**config.mk**
```make
export PLATFORM = sky130hd
export DESIGN_NAME = nic_top
export DESIGN_NICKNAME = d
export VERILOG_FILES = /design/src/rtl/nic_pkg.sv /design/src/rtl/nic_sync_edge.sv /design/src/rtl/nic_arbiter.sv /design/src/rtl/nic_level_stack.sv /design/src/rtl/nic_top.sv
export SDC_FILE = /design/constraint.sdc
export NUM_CORES = 1
export LEC_CHECK = 0
export ABC_CLOCK_PERIOD_IN_PS = 14480
export BUFFER_PORTS_ARGS = -buffer_cell sky130_fd_sc_hd__buf_2
export CAP_MARGIN = 5
export CORE_MARGIN = 2
export CORE_UTILIZATION = 56
export CTS_BUF_LIST = sky130_fd_sc_hd__clkbuf_4 sky130_fd_sc_hd__clkbuf_8 sky130_fd_sc_hd__clkbuf_16
export DETAILED_ROUTE_END_ITERATION = 10
export PLACE_DENSITY = 0.74
export SLEW_MARGIN = 20
export SYNTH_ARGS = -nofsm -noshare
export SYNTH_HDL_FRONTEND = slang
export SYNTH_SLANG_ARGS = --single-unit
export TNS_END_PERCENT = 5
```
**constraint.sdc**
```tcl
create_clock -name clk -period 14.48 [get_ports clk]
set_input_delay 2.172 -clock clk [delete_from_list [all_inputs] [get_ports clk]]
set_output_delay 2.172 -clock clk [all_outputs]
set_load 0.005 [all_outputs]
```
**src/rtl/nic_pkg.sv**
```systemverilog
// Shared types for the nested interrupt controller.
package nic_pkg;
    typedef enum logic {
        TRIG_EDGE  = 1'b0,
        TRIG_LEVEL = 1'b1
    } trig_e;
endpackage

```
**src/rtl/nic_sync_edge.sv**
```systemverilog
// Two-flop synchroniser with a rising-edge detector per bit.
// Assumes inputs are asynchronous, glitch-free levels; rise_o pulses one cycle.
module nic_sync_edge #(
    parameter int WIDTH = 9
) (
    input  logic             clk,
    input  logic             rst_n,
    input  logic [WIDTH-1:0] async_i,
    output logic [WIDTH-1:0] sync_o,
    output logic [WIDTH-1:0] rise_o
);
    for (genvar b = 0; b < WIDTH; b++) begin : g_bit
        logic s1, s2, s3;

        // Synchronise the input and keep one older copy for edge detection.
        always_ff @(posedge clk) begin
            if (!rst_n) begin
                s1 <= 1'b0;
                s2 <= 1'b0;
                s3 <= 1'b0;
            end else begin
                s1 <= async_i[b];
                s2 <= s1;
                s3 <= s2;
            end
        end

        assign sync_o[b] = s2;
        assign rise_o[b] = s2 & ~s3;

        AST_RISE_PULSE: assert property (@(posedge clk) disable iff (!rst_n) rise_o[b] |=> !rise_o[b]);
    end
endmodule

```
**src/rtl/nic_arbiter.sv**
```systemverilog
// Picks the eligible line with the lowest priority value, lowest index on ties.
// Assumes the full priority value orders preemption level first, subpriority second.
module nic_arbiter #(
    parameter int N     = 8,
    parameter int PW    = 3,
    parameter int IW    = 3
) (
    input  logic          clk,
    input  logic          rst_n,
    input  logic [N-1:0]  elig_i,
    input  logic [PW-1:0] prio_i [N],
    output logic          valid_o,
    output logic [IW-1:0] idx_o,
    output logic [PW-1:0] prio_o
);
    // Linear scan; strict compare keeps the lowest index among equals.
    always_comb begin
        valid_o = 1'b0;
        idx_o   = '0;
        prio_o  = '1;
        for (int i = 0; i < N; i++) begin
            if (elig_i[i] && (!valid_o || prio_i[i] < prio_o)) begin
                valid_o = 1'b1;
                idx_o   = IW'(i);
                prio_o  = prio_i[i];
            end
        end
    end

    AST_WIN_ELIG: assert property (@(posedge clk) disable iff (!rst_n) valid_o |-> elig_i[idx_o]);
endmodule

```
**src/rtl/nic_level_stack.sv**
```systemverilog
// Stack of active preemption levels; top is the level now running.
// Assumes a push is only issued for a level strictly more urgent than the top,
// so DEPTH = number of levels + 1 never overflows. Empty top reads all ones.
module nic_level_stack #(
    parameter int DEPTH = 9,
    parameter int LW    = 4
) (
    input  logic          clk,
    input  logic          rst_n,
    input  logic          push_i,
    input  logic [LW-1:0] push_lvl_i,
    input  logic          pop_i,
    output logic [LW-1:0] top_o,
    output logic          empty_o,
    output logic          err_o
);
    localparam int CW = $clog2(DEPTH + 1);
    localparam int AW = $clog2(DEPTH);

    logic [LW-1:0] stk [DEPTH];
    logic [CW-1:0] cnt;
    logic          pop_ok;

    assign pop_ok  = pop_i && (cnt != '0);
    assign empty_o = (cnt == '0);
    assign top_o   = empty_o ? '1 : stk[AW'(cnt - CW'(1))];

    // Push, pop or replace the top; flag a pop with nothing active.
    always_ff @(posedge clk) begin
        if (!rst_n) begin
            cnt   <= '0;
            err_o <= 1'b0;
            for (int i = 0; i < DEPTH; i++) stk[i] <= '1;
        end else begin
            if (pop_i && cnt == '0) err_o <= 1'b1;
            if (push_i && pop_ok) begin
                stk[AW'(cnt - CW'(1))] <= push_lvl_i;
            end else if (push_i) begin
                stk[AW'(cnt)] <= push_lvl_i;
                cnt           <= cnt + CW'(1);
            end else if (pop_ok) begin
                cnt <= cnt - CW'(1);
            end
        end
    end

    AST_NO_OVERFLOW: assert property (@(posedge clk) disable iff (!rst_n) (push_i && !pop_ok) |-> cnt < CW'(DEPTH));
    AST_PUSH_STRICT: assert property (@(posedge clk) disable iff (!rst_n) (push_i && !empty_o) |-> push_lvl_i < top_o);
    AST_ERR_STICKY: assert property (@(posedge clk) disable iff (!rst_n) err_o |=> err_o);
endmodule

```
**src/rtl/nic_top.sv**
```systemverilog
// Nested interrupt controller with grouped priorities, threshold and one
// non-maskable input. Holds line configuration and pending state, arbitrates,
// compares the winner against the active-level stack and issues a registered
// take strobe with its vector. Stack levels: 0 = non-maskable, 1 + masked
// priority for lines, all ones = idle.
module nic_top #(
    parameter int NUM_LINES = 8,
    parameter int PRIO_W    = 3,
    localparam int IDX_W    = $clog2(NUM_LINES),
    localparam int VEC_W    = $clog2(NUM_LINES + 1),
    localparam int GRP_W    = $clog2(PRIO_W + 1),
    localparam int LVL_W    = PRIO_W + 1
) (
    input  logic                 clk,
    input  logic                 rst_n,
    input  logic [NUM_LINES-1:0] req_i,
    input  logic                 nmi_i,
    input  logic                 cfg_line_we,
    input  logic [IDX_W-1:0]     cfg_line_sel,
    input  logic [PRIO_W-1:0]    cfg_line_prio,
    input  logic                 cfg_line_en,
    input  logic                 cfg_line_level,
    input  logic                 cfg_glob_we,
    input  logic [GRP_W-1:0]     cfg_group,
    input  logic [LVL_W-1:0]     cfg_thresh,
    input  logic                 eoi_i,
    output logic                 irq_take_o,
    output logic [VEC_W-1:0]     irq_vec_o,
    output logic                 eoi_err_o
);
    import nic_pkg::*;

    localparam int          DEPTH   = (1 << PRIO_W) + 1;
    localparam [VEC_W-1:0]  NMI_VEC = VEC_W'(NUM_LINES);

    logic [PRIO_W-1:0]    prio_q [NUM_LINES];
    logic [NUM_LINES-1:0] en_q;
    trig_e                mode_q [NUM_LINES];
    logic [NUM_LINES-1:0] pend_q;
    logic                 nmi_pend_q;
    logic [GRP_W-1:0]     group_q;
    logic [LVL_W-1:0]     thr_q;

    logic [NUM_LINES:0]   sync_w, rise_w;
    logic [NUM_LINES-1:0] pend_eff, elig;
    logic [LVL_W-1:0]     lvl_of [NUM_LINES];
    logic [GRP_W-1:0]     grp_eff;
    logic [PRIO_W-1:0]    pre_mask;

    logic                 win_valid;
    logic [IDX_W-1:0]     win_idx;
    logic [PRIO_W-1:0]    win_prio;
    logic [LVL_W-1:0]     win_lvl;

    logic [LVL_W-1:0]     stk_top;
    logic                 stk_empty;
    logic                 nmi_go, line_go, take_now;
    logic [LVL_W-1:0]     push_lvl;

    nic_sync_edge #(.WIDTH(NUM_LINES + 1)) u_sync (
        .clk     (clk),
        .rst_n   (rst_n),
        .async_i ({nmi_i, req_i}),
        .sync_o  (sync_w),
        .rise_o  (rise_w)
    );

    // Per-line settings, written one line at a time.
    always_ff @(posedge clk) begin
        if (!rst_n) begin
            en_q <= '0;
            for (int i = 0; i < NUM_LINES; i++) begin
                prio_q[i] <= '1;
                mode_q[i] <= TRIG_EDGE;
            end
        end else if (cfg_line_we) begin
            for (int i = 0; i < NUM_LINES; i++) begin
                if (cfg_line_sel == IDX_W'(i)) begin
                    prio_q[i] <= cfg_line_prio;
                    en_q[i]   <= cfg_line_en;
                    mode_q[i] <= trig_e'(cfg_line_level);
                end
            end
        end
    end

    // Global grouping and threshold.
    always_ff @(posedge clk) begin
        if (!rst_n) begin
            group_q <= GRP_W'(PRIO_W);
            thr_q   <= LVL_W'(1 << PRIO_W);
        end else if (cfg_glob_we) begin
            group_q <= cfg_group;
            thr_q   <= cfg_thresh;
        end
    end

    // Clamp the grouping and build the mask that keeps only preemption bits.
    always_comb begin
        grp_eff = (group_q > GRP_W'(PRIO_W)) ? GRP_W'(PRIO_W) : group_q;
        for (int b = 0; b < PRIO_W; b++) begin
            pre_mask[b] = (b + int'(grp_eff)) >= PRIO_W;
        end
    end

    for (genvar i = 0; i < NUM_LINES; i++) begin : g_line
        // Effective request, level value and eligibility of one line.
        always_comb begin
            pend_eff[i] = (mode_q[i] == TRIG_LEVEL) ? sync_w[i] : pend_q[i];
            lvl_of[i]   = {1'b0, prio_q[i] & pre_mask};
            elig[i]     = pend_eff[i] && en_q[i] && (lvl_of[i] < thr_q);
        end
    end

    nic_arbiter #(.N(NUM_LINES), .PW(PRIO_W), .IW(IDX_W)) u_arb (
        .clk     (clk),
        .rst_n   (rst_n),
        .elig_i  (elig),
        .prio_i  (prio_q),
        .valid_o (win_valid),
        .idx_o   (win_idx),
        .prio_o  (win_prio)
    );

    // Decide whether a take happens this cycle and which level it pushes.
    always_comb begin
        win_lvl  = {1'b0, win_prio & pre_mask} + LVL_W'(1);
        nmi_go   = nmi_pend_q && (stk_top != '0);
        line_go  = win_valid && (win_lvl < stk_top) && !nmi_go;
        take_now = nmi_go || line_go;
        push_lvl = nmi_go ? '0 : win_lvl;
    end

    // Edge pending bits: a new edge sets, a take clears, level mode holds none.
    always_ff @(posedge clk) begin
        if (!rst_n) begin
            pend_q     <= '0;
            nmi_pend_q <= 1'b0;
        end else begin
            for (int i = 0; i < NUM_LINES; i++) begin
                if (mode_q[i] == TRIG_LEVEL)                     pend_q[i] <= 1'b0;
                else if (rise_w[i])                              pend_q[i] <= 1'b1;
                else if (line_go && win_idx == IDX_W'(i))        pend_q[i] <= 1'b0;
            end
            if (rise_w[NUM_LINES])  nmi_pend_q <= 1'b1;
            else if (nmi_go)        nmi_pend_q <= 1'b0;
        end
    end

    nic_level_stack #(.DEPTH(DEPTH), .LW(LVL_W)) u_stk (
        .clk        (clk),
        .rst_n      (rst_n),
        .push_i     (take_now),
        .push_lvl_i (push_lvl),
        .pop_i      (eoi_i),
        .top_o      (stk_top),
        .empty_o    (stk_empty),
        .err_o      (eoi_err_o)
    );

    // Register the take strobe and its vector toward the core.
    always_ff @(posedge clk) begin
        if (!rst_n) begin
            irq_take_o <= 1'b0;
            irq_vec_o  <= '0;
        end else begin
            irq_take_o <= take_now;
            irq_vec_o  <= nmi_go ? NMI_VEC : VEC_W'(win_idx);
        end
    end

    AST_TAKE_PUSHES: assert property (@(posedge clk) disable iff (!rst_n) irq_take_o |-> !stk_empty);
    AST_VEC_RANGE: assert property (@(posedge clk) disable iff (!rst_n) irq_take_o |-> irq_vec_o <= NMI_VEC);
    AST_NMI_TOP: assert property (@(posedge clk) disable iff (!rst_n) (irq_take_o && irq_vec_o == NMI_VEC) |-> stk_top == '0);
    AST_EN_REQUIRED: assert property (@(posedge clk) disable iff (!rst_n)
        (irq_take_o && irq_vec_o != NMI_VEC) |-> ((($past(en_q) >> irq_vec_o) & NUM_LINES'(1)) != '0));
endmodule

```
==> results by group, run 1 <==
Outcome
  – Status: complete, no violations

Synthesis
  – Syn_nets: between 800 and 900
  – Synthesized area: between 8000 and 9000 µm²
  – Number of distinct library cells after synthesis: 84
  – Register area share after synthesis: 0.446
  – Post-synth EDFFs: just over 70
  – Yosys warning total: 0
  – Synth Register Bits: 156
  – Syn Inst Count: 810
  – Post-synth top flop: dfxtp_1
  – Avg Cell Area, Syn: between 10 and 15 µm²
  – Share of flip-flops with an asynchronous set or reset after synthesis: 0

Clock network
  – Num CTS Buffers: 17
  – H-Tree Depth: 4
  – Longest Clk Path Bufs: 2
  – Clk slew on worst S/H paths: about 0.06 ns
  – CTS tree: done
  – Clock Latency Late Sink: around 0.43 ns
  – Sink Count: between 150 and 200
  – Root buf cell: clkbuf_16

Job
  – Max cap viols: 0

Worst setup path
  – Req. time, crit path: roughly 15 ns
  – CP Launch Type: flop
  – Worst-path fanout max: 8
  – Reg2Reg Setup Slack: ~0.47 ns
  – Crit path launch: prio_q[22]
  – Worst path slowest cell: nor4_4
  – Most used cell, CP: ha_1
  – CP max stage delay: 0.48 ns
  – Worst setup path class: reg2reg
  – CP arrival: 14.15 ns
  – Worst flop-to-flop path startpoint: prio_q[22]
  – Worst reg2reg path endpoint: u_stk.stk[5][1]
  – CP endpoint kind: flop
  – Worst R2R Path Depth: between 60 and 70

STA
  – F_max: 0.0714 GHz
  – Period utilisation layout: 0.968
  – Final Hold Fails: 0
  – Setup WS post-layout: around 0.47 ns
  – Min Tclk post-route: 14.01 ns
  – Final setup fails: 0
  – Worst-Margin Slew: ~0.97 ns
  – Relative slew margins: 0.355
  – Final slew viol count: 0
  – Clock skew: 0.0134 ns

Floorplanning
  – Die Ht: about 130 µm
  – Die Area: around 16,000 µm²
  – Number of cell rows: between 40 and 50
  – Io pins: 34
  – Die width: approximately 130 µm
  – Core Region: between 15,000 and 20,000 µm²
  – Starting Density: 0.569

Place
  – Post-place instance area: approximately 9000 µm²
  – Placer Congestion: between 0.9 and 1
  – # port buffers: 33
  – Dpl hpwl: 15,400 µm
  – Worst slack, placed: -0.357 ns
  – DP Cell Count: between 1,000 and 1,500

Route
  – Initial DRC Count: 570
  – Antenna viol nets, final: 0
  – Drt pass-1 iters: 7
  – DRC viols: 0
  – Vias per inst: about 6.4
  – Via Count: 6,883
  – Routed WL: around 22,000 µm
  – Avg WL per Cell: about 21 µm

Pwr
  – Pwr per Cell Area: 131 nW/µm²
  – Leak: roughly 3.9 nW
  – Peak VDD IR: ~0.11 mV

GRT
  – All-Layer GR Usage: 0.273
  – First-pass GRT wire length: 34,700 µm
  – Pin count of the biggest net entering global routing: between 60 and 70
  – Initial antenna violation count: 0
  – GRT Residual Overflow: 0
  – Vias in the first global route: about 6,600

Layout
  – Final nets: just over 900
  – Design area: between 10,000 and 15,000 µm²
  – N_diodes: 0
  – Fin cells: around 1,100
  – Fill count: around 1,100
  – Share of cells above drive strength 1: 0.264
  – Area grow syn2layout: 18.2%

Worst hold path
  – Worst hold start: u_sync.g_bit[0].s1
  – WHS Endpoint: u_sync.g_bit[0].s2
  – Worst min path class: reg2reg
  – WHS Path Cells: 1
==> cell families (layout without fill, tap and decap cells) <==
group	after synthesis	count (layout)	share of synthesized area
AOI/OAI and AO/OA	145	145	0.143
buffers and inverters	64	139	0.0303
adders and majority gates	33	33	0.0481
muxes	73	73	0.116
xor gates and xnor gates	11	11	0.0112
DFF	156	156	0.446
and+or+nand+nor	328	328	0.205
==> cells in the final DEF, fill, tap and decap left out, drive strengths merged, types with 5 or more instances in the layout <==
cell    netlist  final
clkbuf       26     21
nor2         60     60
mux2i        42     42
nand4         5      5
mux4         20     20
dfxtp        85     85
a31oi        10     10
or3           6      6
nand3        21     21
and3          7      7
a211o         5      5
nor4         10     10
nand3b        6      6
a21oi        29     29
and2         39     39
edfxtp       71     71
buf           9     78
nor3         10     10
nand2b       36     36
inv          28     33
o32ai         6      6
a21o          5      5
o211ai        8      8
o21ai        18     18
nor2b        17     17
a211oi        6      6
ha           33     33
mux2         11     11
nand2        93     93
a21boi        5      5
xnor2         7      7
==> final cells by class <==
cell class                      instances  area (µm²)  area share
Tap cell                              188         235      0.0232
Clock inverter                         11         105      0.0103
Multi-Input combinational cell        590        4900       0.482
Timing Repair Buffer                   78         500      0.0493
Sequential cell                       156        3830       0.377
Inverter                               29         109      0.0107
Clock buffer                           21         473      0.0466
==> state kept, by name, summed over array words and instances, names as in the netlist, 4 cells and up <==
| signal | cells |
|---|---|
| prio_q | 24 |
| u_sync.g_bit.s2 | 9 |
| u_sync.g_bit.s3 | 9 |
| pend_q | 8 |
| en_q | 8 |
| u_stk.cnt | 4 |
| u_stk.stk | 64 |
| mode_q | 8 |
| u_sync.g_bit.s1 | 9 |
| thr_q | 4 |
| irq_vec_o | 4 |
==> power breakdown <==
group / total [mW] / switching, mW / internal (mW)
sequential: 0.495 / 0.0174 / 0.478
combinational: 0.405 / 0.243 / 0.162
clock: 0.435 / 0.181 / 0.254
total: 1.34 / 0.442 / 0.893
==> how the worst max path moves through the flow <==
stage	endpoint	slack [ns]	cells past startpoint
after floorplan	u_stk.stk[10][0]	-0.03	63
after global placement	u_stk.stk[12][2]	0.23	60
after detailed placement	u_stk.stk[11][2]	-0.36	61
after CTS	u_stk.stk[13][1]	0.03	60
after global routing	u_stk.stk[5][1]	-0.21	63
final	u_stk.stk[5][1]	0.47	63
==> layer usage <==
| layer | track usage | routed length (µm) | vias to the layer above | part of all wire |
|---|---|---|---|---|
| li1 | - | - | 3121 | - |
| met1 | 0.383 | 9660 | 3404 | 0.43 |
| met2 | 0.428 | 10600 | 312 | 0.47 |
| met3 | 0.0547 | 1640 | 46 | 0.073 |
| met4 | 0.0886 | 530 | 0 | 0.024 |
| met5 | 0 | 0 | - | 0 |
==> critical path, delay by kind of cell, from the launching register on <==
kind | cells | cell delay (ns)
AOI/OAI and AO/OA | 26 | 5.03
adders and majority gates | 10 | 2.95
buffers and inverters | 4 | 0.65
DFF | 1 | 0.31
muxes | 4 | 1.37
and+or+nand+nor | 19 | 3.40
==> per-stage QoR <==
| step | power [mW] | setup TNS (ns) | hold WS, ns | util |
|---|---|---|---|---|
| floorplan | 0.744 | -0.288 | 0.412 | - |
| global placement | 0.810 | 0 | 0.415 | 0.599 |
| detailed placement | 0.817 | -15.84 | 0.419 | 0.599 |
| CTS | 1.27 | 0 | 0.433 | 0.642 |
| global route | 1.38 | -6.95 | 0.440 | 0.673 |
| finish | 1.34 | 0 | 0.428 | 0.673 |
==> synthesized netlist by cell type (all sizes together) (6+ instances only) <==
library cell / number / area [µm²]
nor4: 10 / 115
nand2: 93 / 352
or3: 6 / 37.5
mux2i: 42 / 420
xnor2: 7 / 61.3
inv: 28 / 105
dfxtp: 85 / 1700
clkbuf: 26 / 97.6
nand3b: 6 / 45.0
and2: 39 / 246
o21ai: 18 / 90.1
a21oi: 29 / 156
nand2b: 36 / 225
nor2: 60 / 228
o32ai: 6 / 67.6
and3: 7 / 43.8
nand3: 21 / 110
mux2: 11 / 124
mux4: 20 / 450
a31oi: 10 / 77.6
buf: 9 / 53.8
a211oi: 6 / 45.0
nor3: 10 / 70.1
o211ai: 8 / 70.1
nor2b: 17 / 106
ha: 33 / 413
edfxtp: 71 / 2130
==> what timing repair did <==
item,in CTS,in global routing
endpoints found under the setup margin,84,105
resized for setup,10,66
hold buffers,0,0
pin swaps,2,18
buffers inserted,3,18
gates cloned,0,0
Power figures use the tool's default switching activity.
==> inputs of run 2 (changes only) <==
Settings changed: CORE_UTILIZATION 56 to 55, PLACE_DENSITY 0.74 to 0.73.
==> results by group, run 2 (synthesis results as in run 1) <==
Layout
  – Top reg by flops: u_stk.stk
  – Area grow syn2layout: 18.3% (about the same)
  – Commonest non-fill, non-tap cell in the layout: nand2_1
  – Final nets: 938 (+0.54%)
  – Biggest regs: u_stk.stk x64, prio_q x24
  – Largest register FFs: 64 (unchanged)
  – Fin util: 0.666 (-0.00720)
  – Commonest cells after routing, fill and taps aside: nand2_1, dfxtp_1, edfxtp_1
  – N_diodes: 0 (unchanged)
  – Share of cells above drive strength 1: 0.260 (-0.00486)
  – Fin cells: 1,101 (+2.6%)

Worst setup path
  – CP Launch Type: flop
  – Worst path slowest cell: a221oi_2
  – Reg2Reg Setup Slack: 0.62 ns (+0.15 ns)
  – Delay-heaviest family, CP: compound AO/OA/AOI/OAI gates
  – CP arrival: 13.99 ns (-0.16 ns)
  – Worst-path fanout max: 7 (-1)
  – Worst setup path class: reg2reg
  – Most used cell, CP: ha_1
  – Req. time, crit path: 14.61 ns (about the same)
  – Worst path bufs/invs: 3 (-1)
  – CP max stage delay: 0.42 ns (-0.06 ns)
  – CP endpoint kind: flop

Floorplanning
  – Number of cell rows: 45 (unchanged)
  – Die Area: 16,600 µm² (+1.8%)
  – Io pins: 34 (unchanged)
  – Die width: 129 µm (+0.88%)
  – Core Region: 15,300 µm² (+1.1%)
  – Die Ht: 129 µm (+0.88%)
  – Starting Density: 0.563 (-0.00630)

GRT
  – GRT Residual Overflow: 0 (unchanged)
  – Initial antenna violation count: 0 (unchanged)
  – All-Layer GR Usage: 0.269 (-0.00343)
  – Vias in the first global route: 6,338 (-3.3%)
  – Pin count of the biggest net entering global routing: 67 (-1.5%)
  – First-pass GRT wire length: 34,200 µm (-1.3%)

Outcome
  – Status: complete, no violations

STA
  – Min Tclk post-route: 13.86 ns (-0.151 ns)
  – Final slew viol count: 0 (unchanged)
  – Hold WS: 0.433 ns (+0.00490 ns)
  – Clock skew: 0.0129 ns (-0.000443 ns)
  – Final Hold Fails: 0 (unchanged)
  – Worst-Margin Slew: 1.09 ns (+0.124 ns)
  – Period utilisation layout: 0.957 (-0.0105)
  – F_max: 0.0722 GHz (+1.1%)
  – Final setup fails: 0 (unchanged)
  – Relative slew margins: 0.271 (-0.0836)

Route
  – Antenna viol nets, final: 0 (unchanged)
  – Vias per inst: 6.20 (-3.3%)
  – Routed WL: 22,400 µm (about the same)
  – Avg WL per Cell: 20.4 µm (-2.5%)
  – Via Count: 6,831 (-0.76%)
  – DRC viols: 0 (unchanged)
  – Initial DRC Count: 529 (-7.2%)
  – Drt pass-1 iters: 5 (-2)

Clock network
  – Clk slew on worst S/H paths: 0.06 ns (about the same)
  – CTS tree: done
  – Post-CTS Hold Buffers: 0 (unchanged)
  – Root buf cell: clkbuf_16
  – Sink Count: 156 (unchanged)
  – Longest Clk Path Bufs: 2 (unchanged)
  – Num CTS Buffers: 17 (unchanged)
  – H-Tree Depth: 4 (unchanged)
  – Clock Latency Late Sink: 0.43 ns (about the same)

Pwr
  – Pwr per Cell Area: 129 nW/µm² (-2.1%)
  – Peak VDD IR: 0.121 mV (+8.3%)
  – Leak: 3.89 nW (+0.45%)

Job
  – Max cap viols: 0 (unchanged)

Place
  – # port buffers: 33 (unchanged)
  – Placer Congestion: 0.975 (+3.1%)
  – Dpl hpwl: 15,800 µm (+2.2%)
  – DP Cell Count: 1,046 (+2.5%)

Worst hold path
  – Worst min path class: reg2reg
-- run 2: changes by cell type in the layout (fill, tap and decap cells not counted), moves of 3 or more --
| cell | before | now |
|---|---|---|
| buf_4 | 44 | 48 |
| clkinv_2 | 1 | 5 |
| clkinvlp_4 | 3 | 0 |
| nand2b_2 | 7 | 4 |
-- run 2: through the flow --
step,setup WS [ns],power (mW),instance area [µm²],setup TNS (ns)
2_1_floorplan,-0.0264,0.744,8610,-0.288
3_3_place_gp,0.253,0.814,9090,0
3_5_place_dp,-0.314,0.821,9090,-11.67
4_1_cts,0.0759,1.25,9720,0
5_1_grt,-0.128,1.36,10200,-3.29
6_report,0.620,1.31,10200,0
-- run 2: report_power, final --
group | internal, mW | switching (mW) | total, mW
registers | 0.478 | 0.0161 | 0.494
clock network | 0.247 | 0.180 | 0.427
logic | 0.153 | 0.233 | 0.386
-- run 2: timing repair --
item                                    CTS  global route
resized for setup                        10            59
endpoints found under the setup margin   68           102
pin swaps                                 4            18
buffers inserted                          3            20
-- run 2: final timing paths --
check                startpoint                  to  cells after the start
max                  prio_q[22]     u_stk.stk[1][1]                     62
min reg2reg  u_sync.g_bit[7].s1  u_sync.g_bit[7].s2                      1
min          u_sync.g_bit[7].s1  u_sync.g_bit[7].s2                      1
max reg2reg          prio_q[22]     u_stk.stk[1][1]                     62
-- run 2: layout make-up --
cell class	instances	area (µm²)
clock buffers	21	497
inverters	29	109
well taps	211	264
clock inverters	11	77.6
fillers	1131	5100
multi-input cells	590	4830
repair buffers	83	548
flip-flops and latches	156	3830
-- run 2: worst register-to-register path: cells and delay by family, from the launching register on --
kind / cells / cell delay (ns)
AO/OA/AOI/OAI: 27 / 5.27
multiplexers: 4 / 1.31
adder cells (fa/ha/maj): 11 / 3.06
flip-flops: 1 / 0.31
AND/OR/NAND/NOR: 16 / 3.14
buffers and inverters: 3 / 0.32
XOR/XNOR: 1 / 0.15
-- run 2: metal layers --
| layer | wire (µm) | vias up | share of wire | track usage |
|---|---|---|---|---|
| li1 | - | 3141 | - | - |
| met1 | 9670 | 3352 | 0.43 | 0.389 |
| met2 | 10500 | 294 | 0.47 | 0.399 |
| met3 | 1870 | 44 | 0.083 | 0.0707 |
| met4 | 433 | 0 | 0.019 | 0.0831 |
| met5 | 0 | - | 0 | 0 |
==> inputs of run 3 (changes only) <==
Settings changed: ABC_CLOCK_PERIOD_IN_PS 14480 to 13700, PLACE_DENSITY 0.73 to 0.7.
Clock period 14.48 ns to 13.7 ns, I/O delays scaled along.
==> results by group, run 3 (synthesis results as in run 1) <==
Outcome
  – Status: complete, no violations

Clock network
  – Sink Count: 156 (unchanged)
  – Num CTS Buffers: 17 (unchanged)
  – Clock Latency Late Sink: 0.43 ns (about the same)
  – Post-CTS Hold Buffers: 0 (unchanged)
  – Clk slew on worst S/H paths: 0.06 ns (about the same)
  – H-Tree Depth: 4 (unchanged)
  – Root buf cell: clkbuf_16
  – CTS tree: done
  – Longest Clk Path Bufs: 2 (unchanged)

Worst setup path
  – Crit path launch: prio_q[22]
  – Req. time, crit path: 13.84 ns (-0.77 ns)
  – Most used cell, CP: ha_4
  – Worst setup path class: reg2reg
  – CP Launch Type: flop
  – Worst-path fanout max: 8 (+1)
  – Worst flop-to-flop path startpoint: prio_q[22]
  – Worst path slowest cell: nor4_4
  – CP arrival: 13.59 ns (-0.40 ns)
  – CP max stage delay: 0.38 ns (-0.04 ns)
  – CP endpoint kind: flop

GRT
  – GRT Residual Overflow: 0 (unchanged)
  – All-Layer GR Usage: 0.281 (+0.0114)
  – First-pass GRT wire length: 35,500 µm (+3.7%)
  – Vias in the first global route: 6,529 (+3.0%)
  – Pin count of the biggest net entering global routing: 68 (+1.5%)
  – Initial antenna violation count: 0 (unchanged)

Route
  – Drt pass-1 iters: 6 (+1)
  – DRC viols: 0 (unchanged)
  – Initial DRC Count: 787 (+49%)
  – Via Count: 6,856 (+0.37%)
  – Vias per inst: 6.15 (-0.81%)
  – Antenna viol nets, final: 0 (unchanged)
  – Routed WL: 22,800 µm (+1.4%)
  – Avg WL per Cell: 20.4 µm (+0.22%)

Floorplanning
  – Core Region: 15,300 µm² (unchanged)
  – Io pins: 34 (unchanged)
  – Number of cell rows: 45 (unchanged)
  – Die width: 129 µm (unchanged)
  – Starting Density: 0.563 (unchanged)
  – Die Area: 16,600 µm² (unchanged)
  – Die Ht: 129 µm (unchanged)

Layout
  – Final nets: 951 (+1.4%)
  – Register area: 3840 µm² (about the same)
  – Area grow syn2layout: 23.0%
  – Fin cells: 1,114 (+1.2%)
  – Top reg by flops: u_stk.stk
  – Share of cells above drive strength 1: 0.293 (+0.0339)
  – Commonest non-fill, non-tap cell in the layout: nand2_1
  – N_diodes: 0 (unchanged)
  – Multi-input gate area: 5100 µm² (+5.6%)
  – Largest register FFs: 64 (unchanged)
  – Commonest cells after routing, fill and taps aside: nand2_1, dfxtp_1, edfxtp_1
  – Fin util: 0.692 (+0.0266)
  – Design area: 10,600 µm² (+4.0%)
  – Fill count: 1,075 (-5.0%)
  – Biggest regs: u_stk.stk x64, prio_q x24

Place
  – Worst slack, placed: -0.598 ns (-0.284 ns)
  – Placer Congestion: 0.927 (-5.0%)
  – DP Cell Count: 1,046 (unchanged)
  – Dpl hpwl: 15,800 µm (about the same)
  – # port buffers: 33 (unchanged)
  – Post-place instance area: 9220 µm² (+1.5%)

STA
  – Setup WS post-layout: 0.251 ns (-0.369 ns)
  – Final slew viol count: 0 (unchanged)
  – Final setup fails: 0 (unchanged)
  – F_max: 0.0744 GHz (+3.1%)
  – Period utilisation layout: 0.982 (+0.0245)
  – Hold WS: 0.432 ns (-0.000589 ns)
  – Relative slew margins: 0.417 (+0.146)
  – Worst-Margin Slew: 0.869 ns (-0.223 ns)
  – Min Tclk post-route: 13.45 ns (-0.411 ns)
  – Final Hold Fails: 0 (unchanged)
  – Total negative slack: 0 ns (unchanged)
  – Clock skew: 0.00785 ns (-0.00506 ns)

Job
  – Max cap viols: 0 (unchanged)

Worst hold path
  – Worst min path class: reg2reg
  – Worst hold start: u_sync.g_bit[6].s1

Pwr
  – Design Power: 1.43 mW (+9.0%)
  – Leak: 4.00 nW (+2.8%)
  – Peak VDD IR: 0.115 mV (-5.6%)
  – Pwr per Cell Area: 135 nW/µm² (+4.8%)
==> run 3: final cells by class <==
class,count,area share
Multi-Input combinational cell,590,0.483
Sequential cell,156,0.363
Timing Repair Buffer,96,0.0630
Clock buffer,19,0.0439
Tap cell,211,0.0250
Clock inverter,13,0.0118
Inverter,29,0.0103
==> run 3: worst max-delay path, delay by kind of cell (launching register included) <==
family	cells	cell delay [ns]
AOI/OAI and AO/OA	26	4.25
and+or+nand+nor	21	3.66
adders and majority gates	10	2.57
muxes	4	1.27
buffers and inverters	6	0.88
DFF	1	0.32
xor gates and xnor gates	1	0.19
==> run 3: repair_timing <==
action,CTS,global route
hold endpoints to repair,0,0
gates resized for setup,29,59
endpoints found under the setup margin,100,103
cloned,0,0
buffers inserted,10,26
pin swaps,12,41
==> run 3: final timing paths <==
path	slack, ns	to	depth (start not counted)
worst max-delay path	0.25	u_stk.stk[8][2]	68
worst max register to register	0.25	u_stk.stk[8][2]	68
worst min-delay path	0.43	u_sync.g_bit[6].s2	1
worst min register to register	0.43	u_sync.g_bit[6].s2	1
==> run 3: power by group <==
| part | switching [mW] | leakage (nW) | internal, mW |
|---|---|---|---|
| Combinational | 0.261 | 2.45 | 0.174 |
| Clock | 0.198 | 0.289 | 0.269 |
| Sequential | 0.0177 | 1.26 | 0.505 |
==> run 3: routing by layer <==
metal  routed length [µm]  global-route usage  part of all wire
met1                 9880               0.407              0.43
met2                10500               0.423              0.46
met3                 1920              0.0644             0.084
met4                  446              0.0825             0.020
met5                    0                   0                 0
